==> src/rtl/sclk_prescaler_pkg.sv <==
package sclk_prescaler_pkg;

    // Largest coarse ratio and largest fine half-ratio set the counter widths.
    localparam int COARSE_MAX   = 10;
    localparam int FINE_HALFMAX = 4;
    localparam int COARSE_CW    = $clog2(COARSE_MAX);
    localparam int FINE_CW      = $clog2(FINE_HALFMAX);
    localparam int SEL_W        = 2;

    typedef enum logic [SEL_W-1:0] {
        COARSE_DIV2  = 2'd0,
        COARSE_DIV4  = 2'd1,
        COARSE_DIV7  = 2'd2,
        COARSE_DIV10 = 2'd3
    } coarse_sel_e;

    typedef enum logic [SEL_W-1:0] {
        FINE_DIV2    = 2'd0,
        FINE_DIV4    = 2'd1,
        FINE_DIV8    = 2'd2,
        FINE_DIV8ALT = 2'd3
    } fine_code_e;

    // Settings as presented to the counters.
    typedef struct packed {
        coarse_sel_e coarse;
        fine_code_e  fine;
    } presc_cfg_t;

    // Reload value of the coarse counter: ratio minus one.
    function automatic logic [COARSE_CW-1:0] coarse_reload(coarse_sel_e sel);
        case (sel)
            COARSE_DIV2:  return COARSE_CW'(1);
            COARSE_DIV4:  return COARSE_CW'(3);
            COARSE_DIV7:  return COARSE_CW'(6);
            default:      return COARSE_CW'(9);
        endcase
    endfunction

    // Reload value of the fine counter: half of the fine ratio, minus one.
    function automatic logic [FINE_CW-1:0] fine_reload(fine_code_e code);
        case (code)
            FINE_DIV2:    return FINE_CW'(0);
            FINE_DIV4:    return FINE_CW'(1);
            default:      return FINE_CW'(3);
        endcase
    endfunction

endpackage

==> src/rtl/sclk_presc_coarse.sv <==
module sclk_presc_coarse #(
    parameter int CW = 4
) (
    input  logic          clk,
    input  logic          rst,
    input  logic          run,
    input  logic [CW-1:0] reload_val,
    output logic          tick
);
    logic [CW-1:0] cnt_q;

    // Reload is sampled only at the wrap, so a new ratio never cuts a count short.
    always_ff @(posedge clk) begin
        if (rst) begin
            cnt_q <= '0;
        end else if (!run) begin
            cnt_q <= reload_val;
        end else if (cnt_q == '0) begin
            cnt_q <= reload_val;
        end else begin
            cnt_q <= cnt_q - CW'(1);
        end
    end

    assign tick = run && (cnt_q == '0);
endmodule

==> src/rtl/sclk_presc_fine.sv <==
module sclk_presc_fine #(
    parameter int FW = 2
) (
    input  logic          clk,
    input  logic          rst,
    input  logic          run,
    input  logic          coarse_tick,
    input  logic [FW-1:0] reload_val,
    output logic          edge_tick,
    output logic          sclk
);
    logic [FW-1:0] cnt_q;
    logic          sclk_q;

    always_ff @(posedge clk) begin
        if (rst) begin
            cnt_q  <= '0;
            sclk_q <= 1'b0;
        end else if (!run) begin
            cnt_q  <= reload_val;
            sclk_q <= 1'b0;
        end else if (coarse_tick) begin
            if (cnt_q == '0) begin
                cnt_q  <= reload_val;
                sclk_q <= ~sclk_q;
            end else begin
                cnt_q  <= cnt_q - FW'(1);
            end
        end
    end

    assign edge_tick = coarse_tick && (cnt_q == '0);
    assign sclk      = sclk_q;
endmodule

==> src/rtl/sclk_prescaler.sv <==
module sclk_prescaler
    import sclk_prescaler_pkg::*;
(
    input  logic       clk,
    input  logic       rst,
    input  logic       enable_i,
    input  logic [1:0] coarse_sel_i,
    input  logic [1:0] fine_code_i,
    output logic       coarse_tick_o,
    output logic       edge_tick_o,
    output logic       sclk_o
);
    presc_cfg_t             cfg;
    logic                   run_q;
    logic [COARSE_CW-1:0]   coarse_rl;
    logic [FINE_CW-1:0]     fine_rl;
    logic                   c_tick;

    assign cfg.coarse = coarse_sel_e'(coarse_sel_i);
    assign cfg.fine   = fine_code_e'(fine_code_i);
    assign coarse_rl  = coarse_reload(cfg.coarse);
    assign fine_rl    = fine_reload(cfg.fine);

    // Registered enable: the counters start from a freshly loaded state.
    always_ff @(posedge clk) begin
        if (rst) run_q <= 1'b0;
        else     run_q <= enable_i;
    end

    sclk_presc_coarse #(.CW(COARSE_CW)) u_coarse (
        .clk        (clk),
        .rst        (rst),
        .run        (run_q),
        .reload_val (coarse_rl),
        .tick       (c_tick)
    );

    sclk_presc_fine #(.FW(FINE_CW)) u_fine (
        .clk         (clk),
        .rst         (rst),
        .run         (run_q),
        .coarse_tick (c_tick),
        .reload_val  (fine_rl),
        .edge_tick   (edge_tick_o),
        .sclk        (sclk_o)
    );

    assign coarse_tick_o = c_tick;
endmodule

==> config.mk <==
export PLATFORM = sky130hd
export DESIGN_NAME = sclk_prescaler
export DESIGN_NICKNAME = d
export VERILOG_FILES = /design/src/rtl/sclk_prescaler_pkg.sv /design/src/rtl/sclk_presc_coarse.sv /design/src/rtl/sclk_presc_fine.sv /design/src/rtl/sclk_prescaler.sv
export SDC_FILE = /design/constraint.sdc
export NUM_CORES = 1
export LEC_CHECK = 0
export ABC_CLOCK_PERIOD_IN_PS = 4300
export BUFFER_PORTS_ARGS = -buffer_cell sky130_fd_sc_hd__buf_2
export CAP_MARGIN = 20
export CELL_PAD_IN_SITES_DETAIL_PLACEMENT = 0
export CELL_PAD_IN_SITES_GLOBAL_PLACEMENT = 1
export CORE_AREA = 2 2 39 41
export CTS_BUF_LIST = sky130_fd_sc_hd__clkbuf_4 sky130_fd_sc_hd__clkbuf_8
export CTS_CLUSTER_SIZE = 24
export DETAILED_ROUTE_END_ITERATION = 12
export DIE_AREA = 0 0 41 43
export MAX_ROUTING_LAYER = met4
export PLACE_DENSITY = 0.79
export REMOVE_ABC_BUFFERS = 1
export SKIP_CTS_REPAIR_TIMING = 1
export SYNTH_ARGS = -nofsm -noshare
export SYNTH_HDL_FRONTEND = slang
export SYNTH_SLANG_ARGS = --single-unit
==> constraint.sdc <==
create_clock -name clk -period 4.3 [get_ports clk]
set_clock_uncertainty 0.2 [all_clocks]
set_input_delay 0.215 -clock clk [delete_from_list [all_inputs] [get_ports clk]]
set_output_delay 0.215 -clock clk [all_outputs]
set_load 0.005 [all_outputs]
# After elaboration in Yosys (flattened, before gate mapping)
# Cells that the tools add are included.
# Widths: inputs -> output; s select.
# word_totals
output_inout_bits	3
register_bits	8
elab_cells	27
input_bits	7
# op_classes
n_mux	7
n_reduce_logical	8
add_sub_neg	2
n_eq_ne	4
bitwise	2
# ops
operator	n
$pmux 4 s3	1
$mux 4	2
$logic_not 2->1	3
$mux 2	3
$eq 2x1->1 const B	2
$logic_not 4->1	1
$pmux 2 s2	1
$sub 4x1->4 const B	1
$eq 2x2->1 const B	1
$logic_and 1x1->1	2
$ne 2x1->1 const B	1
$not 1->1	2
$reduce_and 2->1	1
$reduce_or 2->1	1
$sub 2x1->2 const B	1

# Logic depth before layout (Yosys ltp)
# Gate-level depths: netlist (run 1).
# depth
ltp_word	5
depth_mapped	5
mapped_depth_nobuf	5

# Modules after synthesis
# Synthesis (run 1) repeated with hierarchy kept, for this count alone.
# hier_totals
cells_unflattened	52
hier_area_um2	491.7
# modules_own_cells
module	area_each_um2	cells_each	instances	seq_area_each_um2
sclk_presc_coarse	255.2	26	1	80.1
sclk_presc_fine	151.4	16	1	60.1
sclk_prescaler	85.1	10	1	20.0

# Least setup slack after synthesis (run 1)
# Ideal clock, no wire load.
# synth_path
kind	register to register
start	register u_coarse.cnt_q[0]
end	register u_fine.sclk_q, in the netlist u_fine.sclk
t_required_ps	4021
stages_incl_launch_ff	6
period_less_slack_ps	1827
setup_ps	79
arrival_ps	1547
setup_slack_ps	2473
path_cell_list	dfxtp_1 inv_1 ha_1 or4b_4 or3_1 a211oi_2
# synth_via
elab_chain_len	3
# synth_rtl
element	line_no	source
start: declaration	sclk_presc_coarse.sv:10	logic [CW-1:0] cnt_q;
start signal: assignment	sclk_presc_coarse.sv:17	cnt_q <= reload_val;
start signal: assignment	sclk_presc_coarse.sv:19	cnt_q <= reload_val;
start signal: assignment	sclk_presc_coarse.sv:21	cnt_q <= cnt_q - CW'(1);
$logic_not 4->1	sclk_presc_coarse.sv:25	assign tick = run && (cnt_q == '0);
$logic_and 1x1->1	sclk_presc_coarse.sv:25	
$reduce_and 2->1 (no line)	n/a	
end signal: assignment	sclk_presc_fine.sv:25	sclk_q <= ~sclk_q;
end: declaration	sclk_presc_fine.sv:13	logic sclk_q;
# No other way between the ends.
# A chain may end at the register's enable or synchronous reset.

# Worst setup path after layout (run 1)
# layout_path
start	register u_coarse.cnt_q[0]
end	output edge_tick_o
# layout_via
elab_chain_len	3
# layout_rtl
element	line_no	source
$logic_not 4->1	sclk_presc_coarse.sv:25	
$logic_and 1x1->1	sclk_presc_coarse.sv:25	
$logic_and 1x1->1	sclk_presc_fine.sv:32	assign edge_tick = coarse_tick && (cnt_q == '0);
end: declaration	sclk_prescaler.sv:10	output logic edge_tick_o,
# No other way between the ends.

==> flow_summary_export.csv, run 1 <==
group,metric,value,unit
finish,drive_gt1_share,24.19,%
flow_run,drv_cap,0,
synthesis,synth_edf_count,0,
synthesis,yosysWarnings,0,
worst_setup_path,cp_data_arrival_time,1.64,ns
synthesis,synth_area,440.4,um2
floorplanning,die_w,41,um
global_routing,grt_pass1_vias,353,
route,dr_total_vias,413,
power_and_ir_drop,power,0.1793,mW
global_routing,grt_max_degree,12,
worst_setup_path,worstSetupPathType,"register to output pin",
place,dpl.hpwl,703.6,um
sta,worst_slew_pin_slew,0.3976,ns
floorplanning,placementRows,14,
sta,finalCritPeriodShare,47.80,%
power_and_ir_drop,ir_drop,0.1450,mV
sta,finalSetupViolCount,0,
route,drc_errors,0,
power_and_ir_drop,powerDensity,335.6,mW/mm2
synthesis,avgSynthCellArea,8.808,um2
finish,seq_area,160.2,um2
floorplanning,die-area,0.001763,mm2
worst_setup_path,startpoint_type,"register",
synthesis,synth_top_area_cell,"dfxtp_1",
synthesis,ys.flop_type,"dfxtp_1",
finish,fin_util,38.61,%
synthesis,async_reset_ff_share,0,%
power_and_ir_drop,p_leak,0.2230,nW
clock_tree,root_buffer,"clkbuf_4",
finish,final_cells,78,
floorplanning,initial_core_util,31.83,%
global_routing,grt_pass1_wl,1.462,mm
route,first_pass_iters,4,
place,port_buffers,9,
worst_setup_path,cpPeakStageDelay,0.50,ns
clock_tree,clock_latency,0.26,ns
place,place.gp.congestion,0.8082,
sta,hold_viol,0,
worst_setup_path,path_delay_family,"simple AND/OR/NAND/NOR gates",
worst_setup_path,cp.buffers_inverters,2,
route,wirelength,939,um
floorplanning,core,0.001384,mm2
synthesis,ys_seq_area_share,36.36,%
finish,nets,75,
global_routing,grt_usage,13.49,%
route,ant_nets,0,
sta,fin_tns_setup,0,ns
worst_setup_path,cp_slowest_cell,"or4b_4",
clock_tree,cts_inserted_buffers,3,
sta,drv_slew,0,
floorplanning,die_y,43,um
sta,fin_crit,2.055,ns
worst_setup_path,crit_chain,"inv_1 -> ha_1 -> or4b_4 -> nor3_1 -> buf_2",
synthesis,ys_top_cells_by_count,"8 x dfxtp_1, 5 x nor3_1, 4 x ha_1, 4 x nand2_1, 3 x inv_1",
worst_setup_path,path_max_fanout,5,
clock_tree,cts_htree_levels,1,
run_status,status,"completed",
sta,fmax,0.4865,GHz
finish,post-route-cell-area,534.3,um2
place,dp.cells,74,
synthesis,yosysMostFrequentCell,"dfxtp_1",
place,place_area,501.7,um2
synthesis,yosysUniqueCellTypes,25,
clock_tree,cts_sinks,8,
finish,multi_input_area,261.5,um2
finish,diodes,0,
finish,synthToLayoutAreaGrowth,21.31,%
clock_tree,cts_tree,"yes",
route,drt_iter0_drc,1,
sta,maxSlewHeadroom,72.81,%
floorplanning,pin_count,10,
min_path,hp-class,"primary input to register",
route,wl_per_cell,12.04,um
finish,fillerInstances,151,
synthesis,ys_ff_latch,8,
synthesis,synth_top_area_share,36.36,%
route,via_per_inst,5.295,
synthesis,syn_inst,50,
worst_setup_path,cp_data_required_time,3.88,ns
worst_setup_path,worst_setup_path_end_kind,"output pin",
global_routing,antenna_found_initial,0,
global_routing,grt-ovfl-total,0,
clock_tree,clk_pin_slew,0.06,ns
clock_tree,clockBufferDepth,2,
sta,rsz0062_at_grt,"false",
synthesis,ys_top_cells_by_area,"dfxtp_1 36%, ha_1 11%, nor3_1 5.7%",
## cell families after synthesis
kind of cell             after synthesis  synth area share, %
buffers and inverters                  5                4.260
adder cells (fa/ha/maj)                4                11.36
AND/OR/NAND/NOR                       20                26.70
AO/OA/AOI/OAI                         13                21.30
flip-flops                             8                36.36
## worst reg2reg max path, delay by kind of cell, from the launching register on
| family | cells | cell delay (ns) |
|---|---|---|
| buffers and inverters | 1 | 0.08 |
| and+or+nand+nor | 2 | 0.84 |
| adders and majority gates | 1 | 0.21 |
| DFF | 1 | 0.32 |
| AOI/OAI and AO/OA | 1 | 0.21 |
## routing by layer
metal | share of wire [%] | global-route usage (%) | up-vias
li1 | - | - | 214
met1 | 47 | 13.87 | 184
met2 | 44 | 19.06 | 11
met3 | 6.7 | 7.853 | 4
met4 | 2.7 | 8.000 | 0
met5 | 0 | - | -
## placed cells by master, fill, tap and decap left out, drive strengths merged, types with 2 or more instances in the layout
cell    instances
ha              4
a31oi           2
o21ai           3
or3b            2
inv             4
clkbuf          3
nor3            5
dfxtp           8
a211oi          3
nand2           4
nor3b           2
buf             9
nor2            2
## stage by stage
step / hold WS, ns / worst slack (ns)
2_1_floorplan: 0.07965 / 2.473
3_3_place_gp: 0.2255 / 2.432
3_5_place_dp: 0.2288 / 2.387
4_1_cts: -0.04461 / 2.247
5_1_grt: 0.04126 / 2.151
6_report: 0.02602 / 2.245
## final cells by class
type / count / area share, %
clock buffer: 3 / 4.215
tap: 16 / 3.747
sequential: 8 / 29.98
timing repair buffer: 10 / 10.30
multi-input combinational: 37 / 48.95
inverter: 4 / 2.810
## state kept, by name, summed over array words and instances, names as in the netlist
name	count
u_fine.sclk	1
u_coarse.cnt_q	4
u_fine.cnt_q	2
run_q	1
## where the power goes
group	total, mW	switching [mW]	internal (mW)
logic	0.0317	0.0160	0.0157
registers	0.0866	0.00668	0.0799
clock network	0.0611	0.0289	0.0322
total	0.179	0.0515	0.128
## final timing paths
kind         depth (start not counted)  slack [ns]         endpoint              start
min                                  2        0.03      u_fine.sclk                rst
max                                  5        2.24      edge_tick_o  u_coarse.cnt_q[0]
min reg2reg                          1        0.30  u_fine.cnt_q[0]    u_fine.cnt_q[0]
max reg2reg                          5        2.37      u_fine.sclk  u_coarse.cnt_q[0]
(Power assumes the default switching activity.)
==> inputs of run 2 (changes only) <==
--- a/config.mk
+++ b/config.mk
@@ -5,18 +5,18 @@
 export SDC_FILE = /design/constraint.sdc
 export NUM_CORES = 1
 export LEC_CHECK = 0
-export ABC_CLOCK_PERIOD_IN_PS = 4300
+export ABC_AREA = 1
+export ABC_CLOCK_PERIOD_IN_PS = 2000
 export BUFFER_PORTS_ARGS = -buffer_cell sky130_fd_sc_hd__buf_2
 export CAP_MARGIN = 20
 export CELL_PAD_IN_SITES_DETAIL_PLACEMENT = 0
 export CELL_PAD_IN_SITES_GLOBAL_PLACEMENT = 1
-export CORE_AREA = 2 2 39 41
+export CORE_UTILIZATION = 38
 export CTS_BUF_LIST = sky130_fd_sc_hd__clkbuf_4 sky130_fd_sc_hd__clkbuf_8
 export CTS_CLUSTER_SIZE = 24
 export DETAILED_ROUTE_END_ITERATION = 12
-export DIE_AREA = 0 0 41 43
 export MAX_ROUTING_LAYER = met4
-export PLACE_DENSITY = 0.79
+export PLACE_DENSITY = 0.89
 export REMOVE_ABC_BUFFERS = 1
 export SKIP_CTS_REPAIR_TIMING = 1
 export SYNTH_ARGS = -nofsm -noshare
==> constraint.sdc (replaced) <==
create_clock -name clk -period 2 [get_ports clk]
set_clock_uncertainty 0.2 [all_clocks]
set_input_delay 0.1 -clock clk [delete_from_list [all_inputs] [get_ports clk]]
set_output_delay 0.1 -clock clk [all_outputs]
set_load 0.005 [all_outputs]
==> run 2 against run 1 <==
  * The run now ends with negative hold slack left
  * Core utilization is 14 points higher
  * Count of clock-buffer cells in the layout did not move
  * Clock power is 110% higher
  * Sequential power increased by 110%
  * First-iteration DRC count rose to 5.0 times the previous value
  * Sequential share of layout area is 3.9 points lower
  * Final cell count is 29% higher
  * Non-clock buffer count rose by 3
  * Sequential cell count unchanged
  * Combinational power rose to 2.7 times the previous value
  * Via count is 6.3% higher
  * Largest cell class unchanged
  * Highest routed layer unchanged
==> flow_summary_export.csv, run 2 <==
group,metric,value,unit
run_status,status,"finished with violations",
run_status,violations,"negative hold slack",
worst_setup_path,cp_slowest_cell,"ha_1",
synthesis,ys_top_cells_by_count,"17 x nor2_1, 14 x nand2_1, 12 x inv_1, 8 x dfxtp_1, 4 x ha_1",
finish,post-route-cell-area,613.1,um2
worst_setup_path,crit_chain,"inv_1 -> ha_1 -> nand4_2 -> inv_1 -> buf_2",
sta,rsz0062_at_grt,"false",
route,routed.top_layer,"met4",
synthesis,synth_edf_count,0,
global_routing,grt-ovfl-total,0,
clock_tree,clockBufferDepth,2,
flow_run,drv_cap,0,
synthesis,ys_seq_area_share,32.32,%
place,dpl.hpwl,674.1,um
finish,synthToLayoutAreaGrowth,23.74,%
synthesis,synth_top_area_share,32.32,%
power_and_ir_drop,seqPwrFrac,45.8,%
finish,largest_reg_flops,4,
floorplanning,initial_core_util,42.86,%
worst_setup_path,cpPeakStageDelay,0.33,ns
route,dr_total_vias,439,
synthesis,yosysMostFrequentCell,"nor2_1",
place,port_buffers,9,
synthesis,synth_top_area_cell,"dfxtp_1",
power_and_ir_drop,combPwrFrac,21.9,%
synthesis,ys.flop_type,"dfxtp_1",
route,wl_met2,401,um
synthesis,synth_area,495.5,um2
power_and_ir_drop,p_leak,0.3293,nW
synthesis,async_reset_ff_share,0,%
place,dp.cells,94,
sta,finalCritPeriodShare,80.11,%
finish,fin_util,53.03,%
power_and_ir_drop,p_int,0.2772,mW
min_path,hp-class,"primary input to register",
worst_setup_path,path_max_fanout,6,
finish,top_regs,"u_coarse.cnt_q x4, u_fine.cnt_q x2",
floorplanning,pin_count,10,
clock_tree,clk_pin_slew,0.06,ns
power_and_ir_drop,ir_drop,0.5157,mV
route,met3_length,48,um
route,wl_per_cell,9.040,um
finish,fillerInstances,116,
finish,final_cell_mix,"17 x nor2_1, 14 x nand2_1, 12 x inv_1",
finish,layout_commonest_cell,"nor2_1",
synthesis,ys_top_cells_by_area,"dfxtp_1 32%, nor2_1 13%, nand2_1 11%",
synthesis,syn_inst,72,
floorplanning,core,0.001156,mm2
synthesis,yosysUniqueCellTypes,16,
finish,final_cells,101,
clock_tree,clock_latency,0.26,ns
sta,fin_tns_setup,0,ns
place,place_area,550.5,um2
clock_tree,cts_htree_levels,1,
route,first_pass_iters,2,
route,drt-met1-wl,452,um
floorplanning,die_y,38.11,um
clock_tree,cts_tree,"yes",
global_routing,grt_max_degree,9,
synthesis,ys_ff_latch,8,
power_and_ir_drop,p_switching,0.1194,mW
floorplanning,die-area,0.001452,mm2
global_routing,grt_pass1_wl,1.504,mm
synthesis,yosysWarnings,0,
floorplanning,die_w,38.11,um
sta,worst_slew_pin_slew,0.3145,ns
worst_setup_path,cp.buffers_inverters,3,
floorplanning,placementRows,12,
worst_setup_path,cp_data_required_time,1.70,ns
route,ant_nets,0,
clock_tree,root_buffer,"clkbuf_4",
sta,fin_crit,1.602,ns
finish,regMostFlops,"u_coarse.cnt_q",
clock_tree,cts_inserted_buffers,3,
worst_setup_path,cp_data_arrival_time,1.30,ns
power_and_ir_drop,clockPowerShare,32.4,%
route,drc_errors,0,
power_and_ir_drop,powerDensity,646.9,mW/mm2
power_and_ir_drop,p_sw_share,30.11,%
place,place.gp.congestion,0.7628,
global_routing,grt_pass1_vias,373,
route,wirelength,913,um
finish,diodes,0,
worst_setup_path,worst_setup_path_end_kind,"output pin",
finish,nets,100,
worst_setup_path,startpoint_type,"register",
worst_setup_path,cpMostUsedCell,"inv_1",
finish,multi_input_area,279.0,um2
route,drt_iter0_drc,5,
sta,finalSetupViolCount,0,
clock_tree,cts_sinks,8,
global_routing,grt_usage,16.31,%
worst_setup_path,worstSetupPathType,"register to output pin",
sta,maxSlewHeadroom,79.00,%
sta,whs,-0.006361,ns
synthesis,avgSynthCellArea,6.882,um2
route,via_per_inst,4.347,
sta,fmax,0.6241,GHz
sta,hold_viol,1,
finish,seq_area,160.2,um2
sta,drv_slew,0,
worst_setup_path,path_delay_family,"adder cells",
finish,drive_gt1_share,24.14,%
global_routing,antenna_found_initial,0,
-- run 2: kinds of logic (layout without fill, tap and decap cells) --
kind of cell | Yosys count | after routing | synth area share [%]
AND/OR/NAND/NOR | 40 | 40 | 37.12
buffers and inverters | 14 | 29 | 11.36
flip-flops | 8 | 8 | 32.32
AO/OA/AOI/OAI | 6 | 6 | 9.090
adder cells (fa/ha/maj) | 4 | 4 | 10.10
-- run 2: cell type report --
| type | count | area share (%) |
|---|---|---|
| inverter | 13 | 7.959 |
| timing repair buffer | 13 | 13.88 |
| clock buffer | 3 | 3.673 |
| tap | 14 | 2.857 |
| multi-input combinational | 50 | 45.51 |
| sequential | 8 | 26.12 |
-- run 2: tightest hold or removal path: cells and delay by family --
| kind | cells | cell delay [ns] |
|---|---|---|
| AOI/OAI and AO/OA | 1 | 0.10 |
| buffers and inverters | 1 | 0.08 |
| and+or+nand+nor | 3 | 0.13 |
-- run 2: per-layer routing --
layer	track usage, %	vias to the layer above
met5	-	-
met4	8.036	0
met3	8.721	2
met2	21.19	7
met1	20.14	183
li1	-	247
-- run 2: path summary, 6_finish.rpt --
kind	from	end	slack [ns]	depth (start not counted)
min	fine_code_i[0]	u_fine.cnt_q[0]	-0.006	5
max reg2reg	u_coarse.cnt_q[0]	u_coarse.cnt_q[3]	0.57	6
max	u_coarse.cnt_q[0]	edge_tick_o	0.40	5
min reg2reg	u_fine.cnt_q[0]	u_fine.cnt_q[0]	0.30	2
-- run 2: stage by stage --
step                      hold slack, ns  total power [mW]  setup slack [ns]
after floorplan                 -0.03756            0.2437            0.6710
after global placement            0.1057            0.2650            0.6211
after detailed placement          0.1237            0.2656            0.5820
after CTS                        -0.1449            0.3918            0.3973
after global routing             0.04370            0.4234            0.2945
final                          -0.006361            0.3966            0.3978
-- run 2: power groups by stage --
stage / clock network, mW / registers (mW) / logic [mW]
detailed placement: 0 / 0.185 / 0.0808
global route: 0.141 / 0.183 / 0.0996
global placement: 0 / 0.184 / 0.0806
CTS: 0.129 / 0.181 / 0.0810
finish: 0.128 / 0.181 / 0.0868
floorplan: 0 / 0.183 / 0.0609
==> inputs of run 3 (changes only) <==
--- a/config.mk
+++ b/config.mk
@@ -5,18 +5,19 @@
 export SDC_FILE = /design/constraint.sdc
 export NUM_CORES = 1
 export LEC_CHECK = 0
-export ABC_AREA = 1
-export ABC_CLOCK_PERIOD_IN_PS = 2000
+export ABC_AREA = 0
+export ABC_CLOCK_PERIOD_IN_PS = 1400
 export BUFFER_PORTS_ARGS = -buffer_cell sky130_fd_sc_hd__buf_2
 export CAP_MARGIN = 20
 export CELL_PAD_IN_SITES_DETAIL_PLACEMENT = 0
 export CELL_PAD_IN_SITES_GLOBAL_PLACEMENT = 1
-export CORE_UTILIZATION = 38
+export CORE_AREA = 2 2 39 41
 export CTS_BUF_LIST = sky130_fd_sc_hd__clkbuf_4 sky130_fd_sc_hd__clkbuf_8
 export CTS_CLUSTER_SIZE = 24
 export DETAILED_ROUTE_END_ITERATION = 12
+export DIE_AREA = 0 0 41 43
 export MAX_ROUTING_LAYER = met4
-export PLACE_DENSITY = 0.89
+export PLACE_DENSITY = 0.81
 export REMOVE_ABC_BUFFERS = 1
 export SKIP_CTS_REPAIR_TIMING = 1
 export SYNTH_ARGS = -nofsm -noshare
==> constraint.sdc (replaced) <==
create_clock -name clk -period 1.4 [get_ports clk]
set_clock_uncertainty 0.2 [all_clocks]
set_input_delay 0.07 -clock clk [delete_from_list [all_inputs] [get_ports clk]]
set_output_delay 0.07 -clock clk [all_outputs]
set_load 0.005 [all_outputs]
==> run 3 against run 2 <==
  * The run ends with negative setup slack left
  * Worst hold slack better by 0.026 ns
  * Core utilization down 2.9 points
  * Final cell count is 8.9% lower
  * Clock power rose by 45%
  * Routed wire length is 18% higher
  * Combinational power increased by 110%
  * Sequential cell count stayed put
  * Largest cell class unchanged
  * Largest power group unchanged
  * Highest routed layer unchanged
==> flow_summary_export.csv, run 3 (synthesized netlist as in run 1, its figures left out) <==
group,metric,value,unit
power_and_ir_drop,ir_drop,0.3962,mV
worst_setup_path,r2r_end,"u_fine.sclk",
floorplanning,placementRows,14,
place,place.gp.congestion,0.8717,
sta,worst_slew_pin_slew,0.3256,ns
worst_setup_path,cp_slowest_cell,"or3b_4",
floorplanning,die_w,41,um
clock_tree,cts_htree_levels,1,
finish,seq_area,161.4,um2
route,wirelength,1.074,mm
worst_setup_path,startpoint_type,"register",
sta,fin_crit,1.865,ns
finish,regMostFlops,"u_coarse.cnt_q",
place,dpl.hpwl,800.1,um
min_path,holdPathEnd,"u_coarse.cnt_q[1]",
floorplanning,die_y,43,um
worst_setup_path,timing.rr.start,"u_coarse.cnt_q[0]",
finish,fillerInstances,138,
finish,top_regs,"u_coarse.cnt_q x4, u_fine.cnt_q x2",
worst_setup_path,cp_data_arrival_time,1.59,ns
finish,largest_reg_flops,4,
sta,rsz0062_at_grt,"true",
route,wl_per_cell,11.67,um
finish,diodes,0,
route,ant_nets,0,
sta,finalSetupViolCount,8,
power_and_ir_drop,p_leak,0.2985,nW
clock_tree,root_buffer,"clkbuf_4",
finish,layout_commonest_cell,"buf_2",
clock_tree,clk_pin_slew,0.06,ns
floorplanning,initial_core_util,31.83,%
route,via_per_inst,4.978,
sta,hold_viol,0,
worst_setup_path,r2r_setup_slack,-0.40,ns
run_status,status,"finished with violations",
worst_setup_path,worstSetupPathType,"register to output pin",
flow_run,drv_cap,0,
sta,finalWorstSetupSlack,-0.4647,ns
worst_setup_path,worst_setup_path_end_kind,"output pin",
worst_setup_path,cp_data_required_time,1.13,ns
global_routing,grt_usage,15.46,%
place,place_area,569.3,um2
global_routing,antenna_found_initial,0,
place,pre_cts_ws,-0.4441,ns
sta,maxSlewHeadroom,78.27,%
floorplanning,die-area,0.001763,mm2
min_path,hp-class,"primary input to register",
clock_tree,clock_latency,0.26,ns
finish,drive_gt1_share,44.74,%
worst_setup_path,cp.buffers_inverters,4,
sta,finalCritPeriodShare,133.2,%
clock_tree,cts_tree,"yes",
power_and_ir_drop,powerDensity,901.2,mW/mm2
sta,fmax,0.5363,GHz
worst_setup_path,crit_chain,"inv_2 -> ha_4 -> buf_4 -> or3b_4 -> buf_6 -> nor2_1 -> buf_2",
global_routing,grt_pass1_wl,1.752,mm
worst_setup_path,path_max_fanout,4,
global_routing,grt_max_degree,10,
finish,post-route-cell-area,693.2,um2
finish,synthToLayoutAreaGrowth,57.39,%
finish,nets,89,
worst_setup_path,reg2reg_depth,5,
finish,final_cell_mix,"9 x buf_2, 8 x buf_4, 7 x dfxtp_1",
worst_setup_path,path_delay_family,"simple AND/OR/NAND/NOR gates",
route,drt_iter0_drc,4,
route,dr_total_vias,458,
global_routing,grt_pass1_vias,419,
place,port_buffers,9,
run_status,violations,"negative setup slack",
global_routing,grt-ovfl-total,0,
route,drc_errors,0,
clock_tree,cts_inserted_buffers,3,
min_path,hp-start,"coarse_sel_i[0]",
finish,multi_input_area,296.5,um2
min_path,hold_depth,4,
clock_tree,clockBufferDepth,2,
sta,fin_tns_setup,-2.671,ns
sta,drv_slew,0,
clock_tree,cts_sinks,8,
power_and_ir_drop,power,0.6247,mW
worst_setup_path,cpPeakStageDelay,0.38,ns
floorplanning,core,0.001384,mm2
floorplanning,pin_count,10,
sta,whs,0.01914,ns
route,first_pass_iters,3,
==> run 3: changes by cell type in the layout (fill, tap and decap cells not counted), sizes merged, moves of 3 or more <==
cell / change
a211oi: +3
buf: +10
inv: -9
nand2: -13
nand3: -3
nor2: -16
nor3: +5
==> run 3: power breakdown <==
group          switching (mW)  leakage, nW  internal, mW  total [mW]
clock network          0.0860       0.0138        0.0986       0.185
registers              0.0163       0.0665         0.246       0.262
logic                  0.0736        0.218         0.104       0.178
total                   0.176        0.299         0.449       0.625
==> run 3: through the flow <==
stage / cells / util [%]
2_1_floorplan: 49 / -
3_3_place_gp: 83 / 41.14
3_5_place_dp: 83 / 41.14
4_1_cts: 86 / 42.77
5_1_grt: 92 / 50.09
6_report: 92 / 50.09
==> run 3: metal layers <==
layer	track usage, %	wire length, um
met1	19.42	498
met2	20.63	510
met3	6.283	54
met4	8.000	11
met5	-	0
==> run 3: worst reg2reg max path: cells and delay by family, from the launching register on <==
family | cells | cell delay (ns)
compound gates | 1 | 0.20
flops | 1 | 0.32
buf+inv | 1 | 0.07
fa+ha+maj | 1 | 0.13
simple gates | 2 | 0.81
==> run 3: cell type report <==
class	count	area share, %
flip-flops and latches	8	23.29
repair buffers	24	25.63
well taps	16	2.888
multi-input cells	37	42.78
inverters	4	2.166
clock buffers	3	3.249
==> run 3: how the worst max path moves through the flow <==
stage                      start  slack, ns  cells after the start         endpoint
3_3_place_gp   u_coarse.cnt_q[0]      -0.39                      5  u_fine.cnt_q[1]
2_1_floorplan  u_coarse.cnt_q[0]      -0.43                      5      u_fine.sclk
3_5_place_dp   u_coarse.cnt_q[0]      -0.44                      5  u_fine.cnt_q[1]
6_report       u_coarse.cnt_q[0]      -0.46                      7    coarse_tick_o
5_1_grt        u_coarse.cnt_q[0]      -0.54                      6      edge_tick_o
4_1_cts        u_coarse.cnt_q[0]      -0.55                      6      edge_tick_o
